**config.mk**
```make
export PLATFORM = sky130hd
export DESIGN_NAME = tsf_pid_pcr_filter
export DESIGN_NICKNAME = d
export VERILOG_FILES = /design/src/rtl/tsf_pkg.sv /design/src/rtl/tsf_pid_table.sv /design/src/rtl/tsf_ctrl.sv /design/src/rtl/tsf_datapath.sv /design/src/rtl/tsf_pid_pcr_filter.sv
export SDC_FILE = /design/constraint.sdc
export NUM_CORES = 2
export LEC_CHECK = 0
export ABC_AREA = 1
export CAP_MARGIN = 20
export CORE_MARGIN = 4
export CORE_UTILIZATION = 34
export CTS_CLUSTER_SIZE = 28
export DETAILED_ROUTE_END_ITERATION = 6
export PLACE_DENSITY = 0.49
export SLEW_MARGIN = 40
export SYNTH_ARGS = -nofsm -noshare
export SYNTH_HDL_FRONTEND = slang
export SYNTH_SLANG_ARGS = --single-unit
```
**constraint.sdc**
```tcl
create_clock -name clk -period 15 [get_ports clk]
set_input_delay 3 -clock clk [delete_from_list [all_inputs] [get_ports clk]]
set_output_delay 3 -clock clk [all_outputs]
set_load 0.01 [all_outputs]
```
**src/rtl/tsf_pkg.sv**
```systemverilog
package tsf_pkg;

  typedef enum logic [1:0] {
    RT_VIDEO   = 2'd0,
    RT_AUDIO   = 2'd1,
    RT_SYSTEM  = 2'd2,
    RT_PCRONLY = 2'd3
  } route_e;

  // byte positions inside a packet; the decode depends on them
  localparam int POS_HDR1   = 1;
  localparam int POS_HDR2   = 2;
  localparam int POS_HDR3   = 3;
  localparam int POS_AFLEN  = 4;
  localparam int POS_FLAGS  = 5;
  localparam int POS_PCR0   = 6;
  localparam int POS_PCR5   = 11;
  localparam int MIN_AF_LEN = 8;

  typedef struct packed {
    logic   sop;
    logic   pcrShift;
    logic   pcrDone;
    logic   fwd;
    route_e route;
  } strobe_t;

endpackage

```
**src/rtl/tsf_pid_table.sv**
```systemverilog
module tsf_pid_table
  import tsf_pkg::*;
#(
  parameter int NUM_ENTRIES = 64,
  parameter int PID_W       = 13,
  localparam int IW = $clog2(NUM_ENTRIES)
) (
  input  logic             clk,
  input  logic             rstN,
  input  logic             wrEn,
  input  logic [IW-1:0]    wrIdx,
  input  logic [PID_W-1:0] wrPid,
  input  logic             wrValid,
  input  logic [1:0]       wrRoute,
  input  logic [PID_W-1:0] lookPid,
  output logic             lookHit,
  output route_e           lookRoute
);

  logic   [NUM_ENTRIES-1:0] matchVec;
  route_e                   routeA [NUM_ENTRIES];

  for (genvar e = 0; e < NUM_ENTRIES; e++) begin : gEntry
    logic [PID_W-1:0] pidR;
    logic             validR;
    route_e           routeR;

    always_ff @(posedge clk or negedge rstN) begin
      if (!rstN) begin
        pidR   <= '0;
        validR <= 1'b0;
        routeR <= RT_VIDEO;
      end else if (wrEn && wrIdx == IW'(e)) begin
        pidR   <= wrPid;
        validR <= wrValid;
        routeR <= route_e'(wrRoute);
      end
    end

    assign matchVec[e] = validR && (pidR == lookPid);
    assign routeA[e]   = routeR;
  end

  logic [IW-1:0] selIdx;
  always_comb begin
    selIdx = '0;
    for (int i = NUM_ENTRIES - 1; i >= 0; i--) begin
      if (matchVec[i]) selIdx = IW'(i);
    end
  end

  assign lookHit   = |matchVec;
  assign lookRoute = routeA[selIdx];

  logic [NUM_ENTRIES-1:0] belowSel;
  always_comb begin
    for (int i = 0; i < NUM_ENTRIES; i++) belowSel[i] = (IW'(i) < selIdx);
  end

  AST_HIT_IS_MATCH: assert property (@(posedge clk) disable iff (!rstN)
    lookHit |-> matchVec[selIdx]) else $error("hit without matching entry");
  AST_LOWEST_WINS: assert property (@(posedge clk) disable iff (!rstN)
    lookHit |-> ((matchVec & belowSel) == '0)) else $error("lower entry skipped");

endmodule

```
**src/rtl/tsf_ctrl.sv**
```systemverilog
module tsf_ctrl
  import tsf_pkg::*;
#(
  parameter int NUM_STREAMS = 4,
  parameter int PKT_LEN     = 188,
  parameter int PID_W       = 13,
  localparam int SW = (NUM_STREAMS > 1) ? $clog2(NUM_STREAMS) : 1,
  localparam int CW = $clog2(PKT_LEN + 1)
) (
  input  logic             clk,
  input  logic             rstN,
  input  logic             inValid,
  input  logic             inSop,
  input  logic [SW-1:0]    inStream,
  input  logic [7:0]       inData,
  input  logic             pcrWe,
  input  logic [SW-1:0]    pcrSel,
  input  logic [PID_W-1:0] pcrPidIn,
  output logic [PID_W-1:0] lookPid,
  input  logic             lookHit,
  input  route_e           lookRoute,
  output strobe_t          stb
);

  logic   [CW-1:0]    cntA      [NUM_STREAMS];
  logic               teiA      [NUM_STREAMS];
  logic               hitA      [NUM_STREAMS];
  logic               pcrOkA    [NUM_STREAMS];
  logic   [CW:0]      payStartA [NUM_STREAMS];
  logic   [PID_W-9:0] pidHiA    [NUM_STREAMS];
  route_e             routeA    [NUM_STREAMS];

  logic    [CW-1:0] idx;
  logic             active;
  logic             hitCur, teiCur, pcrOkCur;
  route_e           routeCur;
  logic    [CW:0]   payStartCur;

  assign hitCur      = hitA[inStream];
  assign teiCur      = teiA[inStream];
  assign pcrOkCur    = pcrOkA[inStream];
  assign routeCur    = routeA[inStream];
  assign payStartCur = payStartA[inStream];
  assign idx         = inSop ? '0 : cntA[inStream];
  assign active      = inValid && (inSop || cntA[inStream] < CW'(PKT_LEN));
  assign lookPid     = {pidHiA[inStream], inData};

  for (genvar g = 0; g < NUM_STREAMS; g++) begin : gStream
    logic   [CW-1:0]    cnt;
    logic               tei, hit, isPcr, pcrOk;
    logic   [PID_W-9:0] pidHi;
    logic   [1:0]       afc;
    logic   [CW:0]      payStart;
    logic   [PID_W-1:0] pcrPidR;
    route_e             route;
    logic               sel;

    assign sel = active && (inStream == SW'(g));

    always_ff @(posedge clk or negedge rstN) begin
      if (!rstN) begin
        cnt      <= CW'(PKT_LEN);
        tei      <= 1'b0;
        hit      <= 1'b0;
        isPcr    <= 1'b0;
        pcrOk    <= 1'b0;
        pidHi    <= '0;
        afc      <= '0;
        payStart <= '1;
        pcrPidR  <= '0;
        route    <= RT_VIDEO;
      end else begin
        if (pcrWe && pcrSel == SW'(g)) pcrPidR <= pcrPidIn;
        if (sel) begin
          cnt <= idx + CW'(1);
          if (idx == '0) begin
            hit      <= 1'b0;
            pcrOk    <= 1'b0;
            payStart <= '1;
          end
          if (idx == CW'(POS_HDR1)) begin
            tei   <= inData[7];
            pidHi <= inData[PID_W-9:0];
          end
          if (idx == CW'(POS_HDR2)) begin
            hit   <= lookHit;
            route <= lookRoute;
            isPcr <= lookHit && ({pidHi, inData} == pcrPidR);
          end
          if (idx == CW'(POS_HDR3)) begin
            afc      <= inData[5:4];
            payStart <= (inData[5:4] == 2'b01) ? (CW+1)'(POS_AFLEN) : '1;
            pcrOk    <= isPcr && !tei && inData[5];
          end
          if (idx == CW'(POS_AFLEN)) begin
            if (afc == 2'b11) payStart <= (CW+1)'(POS_FLAGS) + (CW+1)'(inData);
            if (inData < 8'(MIN_AF_LEN)) pcrOk <= 1'b0;
          end
          if (idx == CW'(POS_FLAGS) && !inData[4]) pcrOk <= 1'b0;
        end
      end
    end

    assign cntA[g]      = cnt;
    assign teiA[g]      = tei;
    assign hitA[g]      = hit;
    assign pcrOkA[g]    = pcrOk;
    assign payStartA[g] = payStart;
    assign pidHiA[g]    = pidHi;
    assign routeA[g]    = route;
  end

  always_comb begin
    stb.sop      = active && (idx == '0);
    stb.pcrShift = active && pcrOkCur && (idx >= CW'(POS_PCR0)) && (idx <= CW'(POS_PCR5));
    stb.pcrDone  = stb.pcrShift && (idx == CW'(POS_PCR5));
    stb.fwd      = active && hitCur && !teiCur && (routeCur != RT_PCRONLY)
                   && (idx >= CW'(POS_AFLEN)) && ({1'b0, idx} >= payStartCur);
    stb.route    = routeCur;
  end

  AST_PCR_NOT_PAYLOAD: assert property (@(posedge clk) disable iff (!rstN)
    stb.pcrShift |-> !stb.fwd) else $error("reference byte forwarded");
  AST_PCR_NEEDS_CLEAN_HIT: assert property (@(posedge clk) disable iff (!rstN)
    stb.pcrDone |-> (hitCur && !teiCur)) else $error("record from rejected packet");

endmodule

```
**src/rtl/tsf_datapath.sv**
```systemverilog
module tsf_datapath
  import tsf_pkg::*;
#(
  parameter int NUM_STREAMS = 4,
  parameter int TS_W        = 42,
  parameter int ADDR_W      = 16,
  localparam int SW = (NUM_STREAMS > 1) ? $clog2(NUM_STREAMS) : 1
) (
  input  logic            clk,
  input  logic            rstN,
  input  strobe_t         stb,
  input  logic [SW-1:0]   inStream,
  input  logic [7:0]      inData,
  input  logic [TS_W-1:0] stcIn,
  output logic            outValid,
  output logic [7:0]      outData,
  output logic [SW-1:0]   outStream,
  output logic [1:0]      outRoute,
  output logic            recValid,
  output logic [1:0]      recBeat,
  output logic [SW-1:0]   recStream,
  output logic [TS_W-1:0] recData
);

  logic [NUM_STREAMS-1:0] pendA;
  logic [NUM_STREAMS-1:0] clrPend;
  logic [TS_W-1:0]        pcrA [NUM_STREAMS];
  logic [TS_W-1:0]        stcA [NUM_STREAMS];
  logic [ADDR_W-1:0]      adrA [NUM_STREAMS];

  logic            busy;
  logic [1:0]      beat;
  logic [SW-1:0]   cur;
  logic [SW-1:0]   pick;
  logic            anyPend;

  for (genvar g = 0; g < NUM_STREAMS; g++) begin : gSlot
    logic [39:0]       sh;
    logic [47:0]       full;
    logic [ADDR_W-1:0] nextAddr, curAddr, adrV;
    logic [TS_W-1:0]   pcrV, stcV;
    logic              pend, isMe;

    assign isMe = (inStream == SW'(g));
    assign full = {sh, inData};

    always_ff @(posedge clk or negedge rstN) begin
      if (!rstN) begin
        sh       <= '0;
        nextAddr <= '0;
        curAddr  <= '0;
        adrV     <= '0;
        pcrV     <= '0;
        stcV     <= '0;
        pend     <= 1'b0;
      end else begin
        if (isMe && stb.sop) begin
          curAddr  <= nextAddr;
          nextAddr <= nextAddr + ADDR_W'(1);
        end
        if (isMe && stb.pcrShift) sh <= {sh[31:0], inData};
        if (isMe && stb.pcrDone) begin
          pend <= 1'b1;
          pcrV <= TS_W'({full[47:15], full[8:0]});
          stcV <= stcIn;
          adrV <= curAddr;
        end else if (clrPend[g]) begin
          pend <= 1'b0;
        end
      end
    end

    assign pendA[g]   = pend;
    assign pcrA[g]    = pcrV;
    assign stcA[g]    = stcV;
    assign adrA[g]    = adrV;
    assign clrPend[g] = !busy && anyPend && (pick == SW'(g));
  end

  always_comb begin
    pick    = '0;
    anyPend = 1'b0;
    for (int i = NUM_STREAMS - 1; i >= 0; i--) begin
      if (pendA[i]) begin
        pick    = SW'(i);
        anyPend = 1'b1;
      end
    end
  end

  always_ff @(posedge clk or negedge rstN) begin
    if (!rstN) begin
      busy      <= 1'b0;
      beat      <= '0;
      cur       <= '0;
      recValid  <= 1'b0;
      recBeat   <= '0;
      recStream <= '0;
      recData   <= '0;
    end else begin
      recValid <= 1'b0;
      if (!busy) begin
        if (anyPend) begin
          busy      <= 1'b1;
          cur       <= pick;
          beat      <= 2'd1;
          recValid  <= 1'b1;
          recBeat   <= 2'd0;
          recStream <= pick;
          recData   <= pcrA[pick];
        end
      end else begin
        recValid  <= 1'b1;
        recBeat   <= beat;
        recStream <= cur;
        recData   <= (beat == 2'd1) ? stcA[cur] : TS_W'(adrA[cur]);
        beat      <= beat + 2'd1;
        if (beat == 2'd2) busy <= 1'b0;
      end
    end
  end

  always_ff @(posedge clk or negedge rstN) begin
    if (!rstN) begin
      outValid  <= 1'b0;
      outData   <= '0;
      outStream <= '0;
      outRoute  <= '0;
    end else begin
      outValid  <= stb.fwd;
      outData   <= inData;
      outStream <= inStream;
      outRoute  <= stb.route;
    end
  end

  AST_BEAT_SEQUENCE: assert property (@(posedge clk) disable iff (!rstN)
    (recValid && recBeat != 2'd0) |-> ($past(recValid) && $past(recBeat) == recBeat - 2'd1
                                       && $past(recStream) == recStream))
    else $error("record beat out of order");
  AST_BEAT_CONTINUES: assert property (@(posedge clk) disable iff (!rstN)
    (recValid && recBeat < 2'd2) |=> (recValid && $stable(recStream)))
    else $error("record split");
  AST_BEAT_RANGE: assert property (@(posedge clk) disable iff (!rstN)
    recValid |-> (recBeat != 2'd3)) else $error("illegal beat code");

endmodule

```
**src/rtl/tsf_pid_pcr_filter.sv**
```systemverilog
module tsf_pid_pcr_filter
  import tsf_pkg::*;
#(
  parameter int NUM_STREAMS = 4,
  parameter int NUM_ENTRIES = 64,
  parameter int PKT_LEN     = 188,
  parameter int PID_W       = 13,
  parameter int TS_W        = 42,
  parameter int ADDR_W      = 16,
  localparam int SW = (NUM_STREAMS > 1) ? $clog2(NUM_STREAMS) : 1,
  localparam int IW = $clog2(NUM_ENTRIES)
) (
  input  logic             clk,
  input  logic             rstN,
  input  logic             inValid,
  input  logic             inSop,
  input  logic [SW-1:0]    inStream,
  input  logic [7:0]       inData,
  input  logic             tblWe,
  input  logic [IW-1:0]    tblIdx,
  input  logic [PID_W-1:0] tblPid,
  input  logic             tblEnable,
  input  logic [1:0]       tblRoute,
  input  logic             pcrWe,
  input  logic [SW-1:0]    pcrSel,
  input  logic [PID_W-1:0] pcrPid,
  input  logic [TS_W-1:0]  stcIn,
  output logic             outValid,
  output logic [7:0]       outData,
  output logic [SW-1:0]    outStream,
  output logic [1:0]       outRoute,
  output logic             recValid,
  output logic [1:0]       recBeat,
  output logic [SW-1:0]    recStream,
  output logic [TS_W-1:0]  recData
);

  logic [PID_W-1:0] lookPid;
  logic             lookHit;
  route_e           lookRoute;
  strobe_t          stb;

  tsf_pid_table #(.NUM_ENTRIES(NUM_ENTRIES), .PID_W(PID_W)) uTable (
    .clk(clk), .rstN(rstN),
    .wrEn(tblWe), .wrIdx(tblIdx), .wrPid(tblPid), .wrValid(tblEnable), .wrRoute(tblRoute),
    .lookPid(lookPid), .lookHit(lookHit), .lookRoute(lookRoute)
  );

  tsf_ctrl #(.NUM_STREAMS(NUM_STREAMS), .PKT_LEN(PKT_LEN), .PID_W(PID_W)) uCtrl (
    .clk(clk), .rstN(rstN),
    .inValid(inValid), .inSop(inSop), .inStream(inStream), .inData(inData),
    .pcrWe(pcrWe), .pcrSel(pcrSel), .pcrPidIn(pcrPid),
    .lookPid(lookPid), .lookHit(lookHit), .lookRoute(lookRoute),
    .stb(stb)
  );

  tsf_datapath #(.NUM_STREAMS(NUM_STREAMS), .TS_W(TS_W), .ADDR_W(ADDR_W)) uData (
    .clk(clk), .rstN(rstN),
    .stb(stb), .inStream(inStream), .inData(inData), .stcIn(stcIn),
    .outValid(outValid), .outData(outData), .outStream(outStream), .outRoute(outRoute),
    .recValid(recValid), .recBeat(recBeat), .recStream(recStream), .recData(recData)
  );

endmodule

```
==> impl_metrics.yaml <==
place:
  io_buffers: 154
  gp_congestion: 0.9022
  dp_hpwl_um: 197500
  place_inst: 14210
  pre_cts_slack_ps: 2768
run_status:
  status: "finished clean"
clocking:
  cts.path.max_buffers: 4
  htree_levels: 4
  post-cts-setup-buffers: 0
  worstSkewPairLatency_ps: 880
  cts_tree: "built"
  clock-root-buffer: "clkbuf_16"
  clock-sinks: 1953
  cts-buffers-inserted: 227
  path_clk_slew_ps: 60
  cts_resized: 0
  cts-hold-fix-buffers: 0
yosys:
  postSynthCellCount: 11059
  synth_edf_count: 0
  yosysWarnings: 0
  avgSynthCellArea_um2: 8.381
  yosysSeqAreaShare_pct: 52.81
  ys_seq_elements: 1953
  async_reset_ff_share_pct: 100.0
  syn-num-nets: 11173
  ys_types: 55
  synth.cell_area_um2: 92680
  synthFlopType: "dfrtp_1"
routing:
  via_count: 76471
  wl_met3_um: 15720
  dr.pass1.iters: 6
  drc_errors: 0
  first_iter_violations: 6870
  route.met2.wl_um: 143600
  met1Wirelength_um: 142200
  routed_wl_um: 311900
  top_layer: "met5"
  wl_per_cell_um: 21.33
  detail_route.vias_per_cell: 5.230
  ant_nets: 0
global_routing:
  antenna_found_initial: 10
  grt_start_max_net_pins: 151
  grt-ovfl-total: 0
  grt_pass1_vias: 74838
  grt_pass1_wl_um: 476200
  track_usage_pct: 21.79
worst_setup_path:
  reg2reg_depth: 82
  crit_family: "simple AND/OR/NAND/NOR gates"
  max_stage_delay_ps: 790
  r2r_start: "uCtrl.gStream[2].pidHi[0]"
  crit_slowest_cell: "clkdlybuf4s50_1"
  critPathMaxFanout: 49
  r2r_end: "uCtrl.gStream[1].route[0]"
  crit_top_cell: "nand2_1"
  end_kind: "register"
  start_kind: "input port"
  critical_path_required_ps: 15830
  crit_arrival_ps: 12180
  critPathBufInv: 5
  reg2reg_setup_slack_ps: 6370
  crit_type: "input port to register"
die:
  rows: 191
  die_w_um: 530.1
  core_area_um2: 271000
  io_pins: 155
  die_area_um2: 281000
  initial_utilization_pct: 34.20
  die_h_um: 530.1
cells_and_area:
  layoutNonFillerInstCount: 14622
  area_growth_pct: 13.50
  nets: 10988
  drive_above_1_share_pct: 7.864
min_path:
  hold_path.class: "register to register"
  holdPathEnd: "uCtrl.gStream[2].cnt[5]"
  worstHoldStart: "uCtrl.gStream[2].cnt[5]"
  hold_path_depth: 2
timing:
  rsz0062_at_grt: "no"
  finalWorstSetupSlack_ps: 3650
  finalHoldViolCount: 0
  setup_viol: 0
  tightest_slew_ps: 962.3
  fin_crit_sh_pct: 75.67
  clock.fmax_mhz: 88.10
  slew-limit-headroom_pct: 35.30
  fin_crit_ps: 11350
  drv_slew: 0
  fin_tns_setup_ps: 0
  finClkSkew_ps: 31.54
power_and_ir_drop:
  powerDensity_nw_per_um2: 133.4
  p_leak_uw: 0.04823
  ir_worst_vdd_mv: 0.09720
flow_run:
  maxCapViolations: 0
how the worst max path moves through the flow:
| stage | depth (start not counted) | slack [ps] | end | start |
|---|---|---|---|---|
| final | 82 | 3650 | uCtrl.gStream[1].route[0] | inStream[1] |
| after global routing | 82 | 2900 | uCtrl.gStream[1].route[1] | inStream[1] |
| after CTS | 82 | 3690 | uCtrl.gStream[1].route[0] | inStream[1] |
| after detailed placement | 82 | 2770 | uCtrl.gStream[1].route[0] | inStream[1] |
| after global placement | 84 | 2410 | uCtrl.gStream[2].route[0] | inStream[0] |
| after floorplan | 31 | 7240 | uCtrl.gStream[0].route[0] | inStream[0] |
per-layer routing:
metal | global-route usage, % | up-vias
li1 | - | 36123
met1 | 30.34 | 37617
met2 | 35.40 | 2190
met3 | 2.824 | 539
met4 | 6.629 | 2
met5 | 0 | -
cells in the mapped netlist (all sizes together) (2+ instances only):
library cell | number | area, um^2
nor4b | 10 | 87.58
dfrtp | 1897 | 47470
nor4 | 120 | 750.7
a21boi | 2 | 15.01
xor2 | 364 | 3188
or2 | 110 | 688.2
a22o | 3 | 26.28
buf | 117 | 685.7
or4 | 26 | 195.2
xnor2 | 160 | 1401
o221ai | 14 | 122.6
a22oi | 7 | 52.55
nor2 | 788 | 2963
o41ai | 2 | 17.52
a211oi | 45 | 337.8
inv | 676 | 2542
nand4 | 164 | 1026
a21oi | 128 | 640.6
o311ai | 36 | 315.3
o211ai | 12 | 90.09
o31ai | 5 | 37.54
nand2 | 2914 | 11000
a2111oi | 47 | 411.6
mux2 | 35 | 394.1
o21ai | 1892 | 9473
o22ai | 105 | 656.9
clkinv | 12 | 45.04
nand3b | 41 | 307.8
o2111ai | 29 | 254.0
nor3b | 54 | 405.4
a31oi | 7 | 43.79
and2 | 22 | 137.6
a211o | 17 | 148.9
a221oi | 27 | 236.5
ha | 19 | 237.7
clkbuf | 593 | 2226
nor3 | 82 | 425.4
nand3 | 408 | 2067
and3 | 10 | 62.56
dfstp | 56 | 1471
registers in the layout, summed over array words and instances, names as in the netlist, 8 cells and up:
signal                  cells
uData.gSlot.sh            160
uTable.gEntry.validR       64
uData.outData               8
uCtrl.gStream.afc           8
uCtrl.gStream.pcrPidR      52
uCtrl.gStream.route         8
uData.recData              42
uCtrl.gStream.cnt          32
uData.gSlot.pcrV          168
uCtrl.gStream.payStart     36
uData.gSlot.adrV           64
uCtrl.gStream.pidHi        20
uData.gSlot.curAddr        64
uData.gSlot.stcV          168
uTable.gEntry.pidR        832
uData.gSlot.nextAddr       64
uTable.gEntry.routeR      128
report_power, final:
| part | internal [uW] | switching [uW] | total [uW] | leakage [uW] |
|---|---|---|---|---|
| clock network | 3310 | 2290 | 5600 | 0.00369 |
| logic | 776 | 1430 | 2210 | 0.0187 |
| registers | 5830 | 391 | 6220 | 0.0259 |
tightest hold or removal path, cell delays in order (launching register included):
cell and delay, ps:
dfstp_2 370, nand2_1 50, nand2_1 40
logic make-up (layout without fill, tap and decap cells):
logic type | after synthesis | count (layout) | share of synthesized area [%]
buffers and inverters | 1398 | 1389 | 5.933
multiplexers | 35 | 35 | 0.4252
adder cells (fa/ha/maj) | 19 | 19 | 0.2565
AO/OA/AOI/OAI | 2380 | 2380 | 13.91
flip-flops | 1953 | 1953 | 52.81
AND/OR/NAND/NOR | 4750 | 4750 | 21.71
XOR/XNOR | 524 | 524 | 4.952
other | 0 | 2 | 0
through the flow:
stage / instance area (um^2) / hold WS (ps) / total power, uW / util, %
after floorplan: 92680 / 438.0 / 7715 / -
after global placement: 97110 / 450.3 / 8433 / 35.83
after detailed placement: 97570 / 456.6 / 8508 / 36.00
after CTS: 105000 / 465.1 / 14180 / 38.75
after global routing: 105200 / 485.5 / 14750 / 38.82
final: 105200 / 468.6 / 14040 / 38.82
cells in the final DEF, fill, tap and decap left out, types with 46 or more instances in the layout:
cell type	n
dfstp_2	56
xor2_1	364
nand2_1	2830
inv_1	648
o21ai_0	1887
nand2_2	73
dfrtp_1	1894
clkbuf_16	231
clkinv_2	58
clkbuf_8	46
xnor2_1	160
clkdlybuf4s50_1	144
nand3_1	397
nor3b_1	54
a21oi_1	126
a2111oi_0	46
or2_2	110
nor4_1	113
buf_4	109
nor3_1	73
o22ai_1	105
nor2_1	774
clkbuf_1	53
nand4_1	164
cell type report:
type / instances / area [um^2]
antenna: 2 / 5.005
multi-input combinational: 7708 / 38760
inverter: 688 / 2630
sequential: 1953 / 48950
tap: 3570 / 4467
clock inverter: 75 / 830.8
timing repair buffer: 296 / 2943
fill: 27508 / 165800
clock buffer: 330 / 6613
No activity file was read; power rests on OpenSTA's default activity.
